$ cat config.mk
export PLATFORM = sky130hd
export DESIGN_NAME = spi_reg_master
export DESIGN_NICKNAME = d
export VERILOG_FILES = /design/src/rtl/spi_pkg.sv /design/src/rtl/spi_fifo.sv /design/src/rtl/spi_shift.sv /design/src/rtl/spi_reg_master.sv
export SDC_FILE = /design/constraint.sdc
export NUM_CORES = 1
export LEC_CHECK = 0
export ABC_AREA = 0
export CAP_MARGIN = 20
export CORE_ASPECT_RATIO = 1.1
export CORE_MARGIN = 2
export CORE_UTILIZATION = 55
export CTS_CLUSTER_SIZE = 10
export DETAILED_ROUTE_END_ITERATION = 8
export DONT_BUFFER_PORTS = 1
export PLACE_DENSITY = 0.7
export REMOVE_ABC_BUFFERS = 1
export SETUP_SLACK_MARGIN = 0.2
export SLEW_MARGIN = 5
export SYNTH_ARGS = -nofsm -noshare
export SYNTH_HDL_FRONTEND = slang
export SYNTH_SLANG_ARGS = --single-unit
$ cat constraint.sdc
create_clock -name clk_i -period 5 [get_ports clk_i]
set_input_delay 0.25 -clock clk_i [delete_from_list [all_inputs] [get_ports clk_i]]
set_output_delay 0.25 -clock clk_i [all_outputs]
set_load 0.05 [all_outputs]
$ cat src/rtl/spi_pkg.sv
`timescale 1ns/1ps
package spi_pkg;
  typedef enum logic [2:0] {
    A_CTRL = 3'd0, A_DIV = 3'd1, A_SSEL = 3'd2, A_STAT = 3'd3,
    A_RXC  = 3'd4, A_TXC = 3'd5, A_TXD  = 3'd6, A_RXD  = 3'd7
  } addr_e;

  typedef enum logic [1:0] {SZ_8 = 2'd0, SZ_16 = 2'd1, SZ_32 = 2'd2, SZ_32B = 2'd3} size_e;

  typedef struct packed {
    size_e size;
    logic  lsbf;
    logic  cpha;
    logic  cpol;
  } cfg_t;

  function automatic logic [5:0] size_bits(size_e s);
    case (s)
      SZ_8:    return 6'd8;
      SZ_16:   return 6'd16;
      default: return 6'd32;
    endcase
  endfunction

  // position in the word of the k-th bit on the wire
  function automatic logic [4:0] bit_pos(logic [5:0] k, logic [5:0] n, logic lsbf);
    return 5'(lsbf ? k : (n - 6'd1 - k));
  endfunction
endpackage

$ cat src/rtl/spi_fifo.sv
`timescale 1ns/1ps
module spi_fifo #(
  parameter int W     = 32,
  parameter int DEPTH = 4
) (
  input  logic         clk_i,
  input  logic         rst_ni,
  input  logic         push_i,
  input  logic [W-1:0] wdata_i,
  input  logic         pop_i,
  output logic [W-1:0] rdata_o,
  output logic         full_o,
  output logic         empty_o
);
  localparam int AW = (DEPTH > 1) ? $clog2(DEPTH) : 1;
  localparam int CW = $clog2(DEPTH + 1);

  logic [W-1:0]  mem_q [DEPTH];
  logic [AW-1:0] wr_q, rd_q;
  logic [CW-1:0] cnt_q;
  logic          do_push, do_pop;

  assign full_o  = (cnt_q == CW'(DEPTH));
  assign empty_o = (cnt_q == '0);
  assign do_push = push_i && !full_o;
  assign do_pop  = pop_i && !empty_o;
  assign rdata_o = empty_o ? '0 : mem_q[rd_q];

  always_ff @(posedge clk_i or negedge rst_ni) begin
    if (!rst_ni) begin
      wr_q  <= '0;
      rd_q  <= '0;
      cnt_q <= '0;
      for (int i = 0; i < DEPTH; i++) mem_q[i] <= '0;
    end else begin
      if (do_push) begin
        mem_q[wr_q] <= wdata_i;
        wr_q <= (wr_q == AW'(DEPTH - 1)) ? '0 : wr_q + AW'(1);
      end
      if (do_pop) rd_q <= (rd_q == AW'(DEPTH - 1)) ? '0 : rd_q + AW'(1);
      case ({do_push, do_pop})
        2'b10:   cnt_q <= cnt_q + CW'(1);
        2'b01:   cnt_q <= cnt_q - CW'(1);
        default: ;
      endcase
    end
  end

  AST_NO_OVERFLOW: assert property (@(posedge clk_i) disable iff (!rst_ni)
    (push_i && full_o && !pop_i) |=> full_o) else $error("push on full queue grew it");
  AST_POP_EMPTY: assert property (@(posedge clk_i) disable iff (!rst_ni)
    (pop_i && empty_o && !push_i) |=> empty_o) else $error("pop on empty queue changed it");
endmodule

$ cat src/rtl/spi_shift.sv
`timescale 1ns/1ps
module spi_shift import spi_pkg::*; #(
  parameter int W     = 32,
  parameter int DIV_W = 16
) (
  input  logic             clk_i,
  input  logic             rst_ni,
  input  logic             en_i,
  input  logic             start_i,
  input  logic [W-1:0]     word_i,
  input  cfg_t             cfg_i,
  input  logic [DIV_W-1:0] div_i,
  input  logic             miso_i,
  output logic             busy_o,
  output logic             done_o,
  output logic [W-1:0]     rx_o,
  output logic             sclk_o,
  output logic             mosi_o
);
  localparam int PW = DIV_W + 1;

  logic [PW-1:0] per_n, per_q, half_q, pc_q;
  logic [5:0]    k_q, n_q, n_start;
  logic [W-1:0]  tx_q, rx_q;
  cfg_t          cfg_q;
  logic          busy_q, done_q, ph_q, mosi_q;
  logic          lead_edge, trail_edge, last_bit;

  assign per_n      = (div_i == '0) ? PW'(2) : PW'(div_i) + PW'(1);
  assign n_q        = size_bits(cfg_q.size);
  assign n_start    = size_bits(cfg_i.size);
  assign lead_edge  = busy_q && (pc_q == half_q - PW'(1));
  assign trail_edge = busy_q && (pc_q == per_q - PW'(1));
  assign last_bit   = (k_q == n_q - 6'd1);

  always_ff @(posedge clk_i or negedge rst_ni) begin
    if (!rst_ni) begin
      busy_q <= 1'b0;
      done_q <= 1'b0;
      ph_q   <= 1'b0;
      pc_q   <= '0;
      per_q  <= PW'(2);
      half_q <= PW'(1);
      k_q    <= '0;
      tx_q   <= '0;
      rx_q   <= '0;
      mosi_q <= 1'b0;
      cfg_q  <= '0;
    end else if (!en_i) begin
      busy_q <= 1'b0;
      done_q <= 1'b0;
      ph_q   <= 1'b0;
    end else begin
      done_q <= 1'b0;
      if (!busy_q) begin
        if (start_i) begin
          busy_q <= 1'b1;
          cfg_q  <= cfg_i;
          per_q  <= per_n;
          half_q <= per_n >> 1;
          pc_q   <= '0;
          k_q    <= '0;
          tx_q   <= word_i;
          rx_q   <= '0;
          ph_q   <= 1'b0;
          if (!cfg_i.cpha) mosi_q <= word_i[bit_pos(6'd0, n_start, cfg_i.lsbf)];
        end
      end else begin
        pc_q <= pc_q + PW'(1);
        if (lead_edge) begin
          ph_q <= 1'b1;
          if (cfg_q.cpha) mosi_q <= tx_q[bit_pos(k_q, n_q, cfg_q.lsbf)];
          else            rx_q[bit_pos(k_q, n_q, cfg_q.lsbf)] <= miso_i;
        end
        if (trail_edge) begin
          ph_q <= 1'b0;
          pc_q <= '0;
          if (cfg_q.cpha) rx_q[bit_pos(k_q, n_q, cfg_q.lsbf)] <= miso_i;
          else if (!last_bit) mosi_q <= tx_q[bit_pos(6'(k_q + 6'd1), n_q, cfg_q.lsbf)];
          if (last_bit) begin
            busy_q <= 1'b0;
            done_q <= 1'b1;
          end else begin
            k_q <= k_q + 6'd1;
          end
        end
      end
    end
  end

  assign busy_o = busy_q;
  assign done_o = done_q;
  assign rx_o   = rx_q;
  assign mosi_o = mosi_q;
  assign sclk_o = (busy_q ? cfg_q.cpol : cfg_i.cpol) ^ ph_q;

  AST_RX_ZERO_EXT: assert property (@(posedge clk_i) disable iff (!rst_ni)
    (done_q && cfg_q.size == SZ_8) |-> (rx_q[W-1:8] == '0)) else $error("8-bit word not zero-extended");
endmodule

$ cat src/rtl/spi_reg_master.sv
`timescale 1ns/1ps
module spi_reg_master import spi_pkg::*; #(
  parameter int FIFO_DEPTH = 4,
  parameter int DIV_W      = 16,
  parameter int NUM_SS     = 7
) (
  input  logic              clk_i,
  input  logic              rst_ni,
  input  logic              reg_we_i,
  input  logic              reg_re_i,
  input  logic [2:0]        reg_addr_i,
  input  logic [31:0]       reg_wdata_i,
  output logic [31:0]       reg_rdata_o,
  output logic              sclk_o,
  output logic              mosi_o,
  input  logic              miso_i,
  output logic [NUM_SS-1:0] ss_no,
  output logic [NUM_SS-1:0] ss_oe_o
);
  localparam int DW = 32;
  localparam int CB_EN = 0, CB_MSTR = 1, CB_CPOL = 2, CB_CPHA = 3, CB_LSBF = 4;

  logic [6:0]        ctrl_q;
  logic [DIV_W-1:0]  div_q;
  logic [NUM_SS-1:0] ss_en_q, ss_lvl_q;
  logic              rxc_q, done_q, ovf_q;
  logic [1:0]        txc_q;
  logic [31:0]       ssel_rd;
  cfg_t              cfg;

  logic          txd_wr, stat_wr, rxd_rd, start;
  logic [DW-1:0] tx_word, rx_word, eng_rx;
  logic          tx_full, tx_empty, rx_full, rx_empty;
  logic          eng_busy, eng_done;

  assign cfg     = '{size: size_e'(ctrl_q[6:5]), lsbf: ctrl_q[CB_LSBF],
                     cpha: ctrl_q[CB_CPHA], cpol: ctrl_q[CB_CPOL]};
  assign txd_wr  = reg_we_i && (addr_e'(reg_addr_i) == A_TXD);
  assign stat_wr = reg_we_i && (addr_e'(reg_addr_i) == A_STAT);
  assign rxd_rd  = reg_re_i && (addr_e'(reg_addr_i) == A_RXD);
  assign start   = ctrl_q[CB_EN] && ctrl_q[CB_MSTR] && rxc_q && (txc_q == 2'b11) &&
                   !tx_empty && !rx_full && !eng_busy && !eng_done;

  always_ff @(posedge clk_i or negedge rst_ni) begin
    if (!rst_ni) begin
      ctrl_q   <= '0;
      div_q    <= '0;
      ss_en_q  <= '0;
      ss_lvl_q <= '1;
      rxc_q    <= 1'b0;
      txc_q    <= '0;
      done_q   <= 1'b0;
      ovf_q    <= 1'b0;
    end else begin
      if (reg_we_i) begin
        case (addr_e'(reg_addr_i))
          A_CTRL: ctrl_q <= reg_wdata_i[6:0];
          A_DIV:  div_q  <= reg_wdata_i[DIV_W-1:0];
          A_SSEL: begin
            ss_en_q  <= reg_wdata_i[NUM_SS:1];
            ss_lvl_q <= reg_wdata_i[8+NUM_SS:9];
          end
          A_RXC:  rxc_q <= reg_wdata_i[0];
          A_TXC:  txc_q <= reg_wdata_i[1:0];
          default: ;
        endcase
      end
      if (eng_done)                         done_q <= 1'b1;
      else if (stat_wr && reg_wdata_i[1])   done_q <= 1'b0;
      if (txd_wr && tx_full)                ovf_q  <= 1'b1;
      else if (stat_wr && reg_wdata_i[2])   ovf_q  <= 1'b0;
    end
  end

  always_comb begin
    ssel_rd = '0;
    for (int i = 0; i < NUM_SS; i++) begin
      ssel_rd[1+i] = ss_en_q[i];
      ssel_rd[9+i] = ss_lvl_q[i];
    end
  end

  always_comb begin
    case (addr_e'(reg_addr_i))
      A_CTRL:  reg_rdata_o = 32'(ctrl_q);
      A_DIV:   reg_rdata_o = 32'(div_q);
      A_SSEL:  reg_rdata_o = ssel_rd;
      A_STAT:  reg_rdata_o = {29'd0, ovf_q, done_q, rx_empty};
      A_RXC:   reg_rdata_o = 32'(rxc_q);
      A_TXC:   reg_rdata_o = 32'(txc_q);
      A_RXD:   reg_rdata_o = rx_word;
      default: reg_rdata_o = '0;
    endcase
  end

  for (genvar i = 0; i < NUM_SS; i++) begin : g_ss
    assign ss_no[i] = ss_en_q[i] ? ss_lvl_q[i] : 1'b1;
  end
  assign ss_oe_o = ss_en_q;

  spi_fifo #(.W(DW), .DEPTH(FIFO_DEPTH)) u_tx_fifo (
    .clk_i, .rst_ni, .push_i(txd_wr), .wdata_i(reg_wdata_i), .pop_i(start),
    .rdata_o(tx_word), .full_o(tx_full), .empty_o(tx_empty));

  spi_fifo #(.W(DW), .DEPTH(FIFO_DEPTH)) u_rx_fifo (
    .clk_i, .rst_ni, .push_i(eng_done), .wdata_i(eng_rx), .pop_i(rxd_rd),
    .rdata_o(rx_word), .full_o(rx_full), .empty_o(rx_empty));

  spi_shift #(.W(DW), .DIV_W(DIV_W)) u_shift (
    .clk_i, .rst_ni, .en_i(ctrl_q[CB_EN]), .start_i(start), .word_i(tx_word),
    .cfg_i(cfg), .div_i(div_q), .miso_i, .busy_o(eng_busy), .done_o(eng_done),
    .rx_o(eng_rx), .sclk_o, .mosi_o);

  AST_SCLK_IDLE: assert property (@(posedge clk_i) disable iff (!rst_ni)
    !eng_busy |-> (sclk_o == ctrl_q[CB_CPOL])) else $error("sclk off rest level while idle");
  AST_DONE_STICKY: assert property (@(posedge clk_i) disable iff (!rst_ni)
    (done_q && !(stat_wr && reg_wdata_i[1])) |=> done_q) else $error("done flag lost");
  AST_SS_DISABLED_HIGH: assert property (@(posedge clk_i) disable iff (!rst_ni)
    &(ss_no | ss_oe_o)) else $error("disabled select line low");
  AST_ABORT: assert property (@(posedge clk_i) disable iff (!rst_ni)
    !ctrl_q[CB_EN] |=> (!eng_busy && !eng_done)) else $error("engine ran while disabled");
endmodule

-- After elaboration in Yosys (flattened, before gate mapping)
Cells that the tools add are included.
Widths: inputs -> output; s select.
- add/sub/neg operators: 17
- muxes and demuxes: 86
- reductions and logical operators: 49
- bitwise logic cells: 6
- eq/ne operators: 28
- order comparisons: 10
- operators with widths (kind ; number):
    $mux 32 ; 16
    $bwmux 128 ; 2
    $pmux 32 s7 ; 1
    $bmux 32 s2 ; 2
    $demux 32 s2 ; 2
    $mux 17 ; 4
    $bwmux 32 ; 2
    $mux 1 ; 38
    $eq 17x17->1 ; 2
    $mux 6 ; 4
    $logic_and 1x1->1 ; 22
    $eq 3x3->1 const B ; 6
    $lt 5x6->1 const B ; 3
    $add 16x1->17 const B ; 1
    $add 17x1->17 const B ; 1
    $sub 16x1->17 const B ; 1
    $sub 17x1->17 const B ; 1
    $logic_not 16->1 ; 1
    $bmux 1 s5 ; 3
    $mux 5 ; 3
    $eq 2x2->1 const B ; 7
    $reduce_and 2->1 ; 7
    $ge 3x3->1 const B ; 4
    $not 2->3 ; 4
    other kinds (30) ; 59
- logic and storage cells: 232
- register bits: 441
- input bits: 40
- output and inout port bits: 48

-- Longest topological paths before layout
- depth in word-level cells: 18
- mapped depth: 13

-- Hierarchy
A second synthesis with hierarchy kept.
- cells, all modules: 1874
- area total of the unflattened synthesis: 22479.1 um^2
- modules (own cells, without submodules) (module ; cells each ; sequential area each (um^2) ; area each (um^2) ; instances):
    spi_fifo ; 385 ; 3378.2 ; 6162.2 ; 2
    spi_shift ; 906 ; 2829.0 ; 7822.5 ; 1
    spi_reg_master ; 198 ; 1059.8 ; 2332.2 ; 1

-- Worst setup path before layout
No wires, ideal clock.
- path type: flip-flop to flip-flop
- start: reg u_shift.per_q[1]
- end: reg u_shift.rx_q[3] (netlist: u_shift.rx_o[3])
- cell stages (with the launch flop): 12
- required time: 4865 ps
- path slack: 1770 ps
- arrival time: 3096 ps
- path through: dfstp_2 inv_1 ha_1 and2_1 o41a_1 or4b_1 a2111oi_0 and4b_1 o21ai_2 buf_2 o311ai_1 o31ai_1
- cells in the longest elaborated chain, start to end: 5
- RTL lines (element ; RTL line ; source):
    start, declared ; spi_shift.sv:22 ; logic [PW-1:0] per_n, per_q, half_q, pc_q;
    start signal, assigned ; spi_shift.sv:59 ; per_q <= per_n;
    $sub 17x1->17 ; spi_shift.sv:33 ; assign trail_edge = busy_q && (pc_q == per_q - PW'(1));
    $eq 17x17->1 ; spi_shift.sv:33 ;
    $logic_and 1x1->1 ; spi_shift.sv:33 ;
    $mux 32 ; spi_shift.sv:75 ; if (trail_edge) begin
    $mux 32 ; spi_shift.sv:55 ; if (!busy_q) begin
    end signal, assigned by index ; spi_shift.sv:73 ; else rx_q[bit_pos(k_q, n_q, cfg_q.lsbf)] <= miso_i;
    end signal, assigned by index ; spi_shift.sv:78 ; if (cfg_q.cpha) rx_q[bit_pos(k_q, n_q, cfg_q.lsbf)] <= miso_i;
    end, declared ; spi_shift.sv:24 ; logic [W-1:0] tx_q, rx_q;
Every way passes these cells.
A chain may end at the register's enable or synchronous reset.

-- Worst setup path in the final report
- start: reg u_shift.per_q[2]
- end: reg u_shift.rx_q[9] (netlist: u_shift.rx_o[9])
Same word-level chain as after synthesis.

==> impl_metrics.json <==
{
  "remaining_drc_errors": 0,
  "netlist_area_sq_um": 21690,
  "grt_pass1_vias": 15160,
  "p_per_area_nw_per_um2": 516.0,
  "fin_ws_ns": 0.7685,
  "yosys-top-cells-count": "dfrtp_1 (417), mux2_2 (296), nand2_1 (213), mux4_2 (81), clkbuf_1 (68)",
  "hpwl_um": 36680,
  "syn_area_per_cell_sq_um": 12.11,
  "wire_per_inst_um": 23.49,
  "grt_util_met1_pct": 33.60,
  "tns_ns": 0,
  "max_slew_margin_pct": -36.07,
  "ctsHoldBuffers": 39,
  "drt_iter0_drc": 954,
  "slowest_delay_ns": 0.69,
  "finalSetupViolations": 0,
  "io_buffers": 0,
  "clock_latency_ns": 0.60,
  "crit_arrival_ns": 4.71,
  "grt_max_degree": 426,
  "vias": 14640,
  "yosys.area.top_type": "dfrtp_1",
  "leakage_uw": 0.01072,
  "startpoint": "u_shift.per_q[2]",
  "vdd_drop_max_mv": 0.3774,
  "place_ws_ns": 0.8914,
  "nets": 1858,
  "use_met2_pct": 45.81,
  "crit_slowest_cell": "nor2b_1",
  "yosysTopAreaCellShare_pct": 48.12,
  "hold-worst-slack_ns": -0.6038,
  "fin_cells": 2321,
  "grt_use_met3_pct": 5.266,
  "initial_core_util_pct": 55.62,
  "switching_power_uw": 4359,
  "synth.most_common_cell": "dfrtp_1",
  "fp.coreArea_sq_um": 38990,
  "clkPwrFrac_pct": 25.9,
  "async_flop_share_pct": 100.0,
  "drv_slew": 250,
  "fin_crit_sh_pct": 84.63,
  "routabilityCongestion": 0.9239,
  "placed_cells": 2210,
  "min_path_type": "primary input to async pin",
  "design_area_sq_um": 23880,
  "ys_seq_area_share_pct": 49.09,
  "clockBufferDepth": 3,
  "area_delta_synth_final_pct": 10.10,
  "grt_pass1_wl_um": 86800,
  "p_int_uw": 7960,
  "crit_path_end": "u_shift.rx_o[9]",
  "ys.flop_type": "dfrtp_1",
  "fmax_mhz": 236.3,
  "die_w_um": 193.3,
  "r2r-start": "u_shift.per_q[2]",
  "worstSetupStartpointType": "flop",
  "cts.sinks": 425,
  "cp_max_fo": 12,
  "cts_resized": 0,
  "finalClockSkew_ns": 0.02591,
  "path_class": "flop to flop",
  "violations": "negative hold slack, max-slew violations",
  "grt_overflow": 0,
  "postSynthRegisterBits": 425,
  "ys_types": 86,
  "viasPerCell": 6.306,
  "cts_tree": "yes",
  "yosys_warnings": 0,
  "fin_crit_ns": 4.232,
  "syn_inst": 1791,
  "path_clk_slew_ns": 0.06,
  "outcome": "finished, violations left",
  "cap_viol_max_count": 0,
  "hold_viol": 417,
  "antenna_found_initial": 3,
  "grt_busiest_layer": "met2",
  "ys_top_cells_by_area": "dfrtp_1 (48%), mux2_2 (15%), mux4_2 (8.4%), nand2_1 (3.7%), xnor2_1 (2.1%)",
  "rsz0062_at_grt": "false",
  "cts-buffers-inserted": 49,
  "ios": 88,
  "p_sw_share_pct": 35.38,
  "drive_above_1_share_pct": 27.48,
  "htree_levels": 2,
  "drt_first_pass_iters": 5,
  "track_usage_pct": 27.25,
  "wl_um": 54520,
  "synth_edf_count": 0,
  "dieArea_sq_um": 41040,
  "post_cts_buffers": 0,
  "place_area_sq_um": 22120,
  "postLayoutCoreUtil_pct": 61.24,
  "die_h_um": 212.3,
  "worstPathCellList": "inv_1, ha_1, nor2b_1, a31oi_1, or4b_1, a2111oi_0, and4b_1, o21ai_1, o311ai_1, nand2_1",
  "seqPwrFrac_pct": 41.3,
  "worst_slew_pin_slew_ns": 2.041,
  "antenna_left": 0,
  "ff2ff_path_depth": 10,
  "critPathRequiredTime_ns": 5.47,
  "r2r_slack_ns": 0.77,
  "reg2reg_to": "u_shift.rx_o[9]",
  "row_count": 76,
  "cts-root-buf": "clkbuf_16",
  "p_comb_share_pct": 32.9,
  "endpoint_kind": "flop"
}
## layout make-up
type | instances | area, sq um
diodes | 2 | 5.005
clock buffers | 67 | 1314
clock inverters | 3 | 48.80
fillers | 3092 | 15110
inverters | 35 | 131.4
multi-input cells | 1212 | 10450
flip-flops and latches | 425 | 10650
well taps | 507 | 634.4
repair buffers | 70 | 645.6
## how the worst min path moves through the flow
stage	endpoint	slack, ns	cells after the start
after floorplan	ctrl_q[0]	-0.05	0
after global placement	u_rx_fifo.mem_q[122]	0.002	0
after detailed placement	u_rx_fifo.mem_q[122]	-0.003	0
after CTS	u_shift.rx_o[9]	-0.63	0
after global routing	u_rx_fifo.mem_q[12]	-0.63	0
final	u_rx_fifo.mem_q[12]	-0.60	0
## per-layer routing
layer | vias to the layer above | wire length [um]
met5 | - | 13
met4 | 2 | 3181
met3 | 169 | 3302
met2 | 462 | 26760
met1 | 7450 | 21260
li1 | 6554 | -
## through the flow
step	power (uW)	hold slack (ns)
4_1_cts	12360	-0.6279
5_1_grt	13000	-0.6276
3_3_place_gp	8969	0.001654
3_5_place_dp	9107	-0.003074
6_report	12320	-0.6038
2_1_floorplan	7973	-0.04559
## sequential cells by signal, summed over array words and instances, names as in the netlist, 3 cells and up
name	count
ctrl_q	7
div_q	16
ss_lvl_q	7
ss_oe_o	7
u_rx_fifo.cnt_q	3
u_rx_fifo.mem_q	128
u_shift.cfg_q	5
u_shift.k_q	6
u_shift.pc_q	17
u_shift.per_q	17
u_shift.rx_o	32
u_shift.tx_q	32
u_tx_fifo.cnt_q	3
u_tx_fifo.mem_q	128
## power groups by stage
stage                     clock, uW  combinational, uW  sequential, uW
final                          3190               4050            5080
after global routing           3390               4420            5190
after CTS                      3240               4040            5070
after detailed placement          0               3980            5130
after global placement            0               3900            5070
after floorplan                   0               3070            4910
## logic make-up after synthesis
logic type | count (synthesis) | share of synthesized area, %
simple gates | 458 | 10.47
flops | 425 | 49.09
mux | 394 | 24.57
compound gates | 252 | 8.181
buf+inv | 154 | 2.764
xor+xnor | 83 | 3.416
fa+ha+maj | 25 | 1.512
## critical path: cells and delay by family, from the launching register on
family                     cells  cell delay, ns
AOI/OAI and AO/OA              4            1.41
adders and majority gates      1            0.25
buffers and inverters          1            0.14
DFF                            1            0.47
and+or+nand+nor                4            1.82
## cells in the final DEF, fill, tap and decap left out, drive strengths merged, types with 6 or more instances in the layout
cell         instances
a211o                6
a211oi               7
a21o                 6
a21oi               23
a22o                10
a22oi               10
a31oi                8
and3                15
buf                 31
clkbuf              67
dfrtp              417
dfstp                8
dlygate4sd3         39
ha                  23
inv                 38
mux2               296
mux2i               17
mux4                81
nand2              213
nand2b              13
nand3               35
nand4               17
nor2                46
nor2b               25
nor3                29
nor3b                7
nor4                10
o211ai              31
o21ai               77
o2bb2ai             12
o311ai               6
o31ai                9
or2                  7
or3                 15
or4                  7
xnor2               51
xor2                31
No activity file was read; power rests on OpenSTA's default activity.
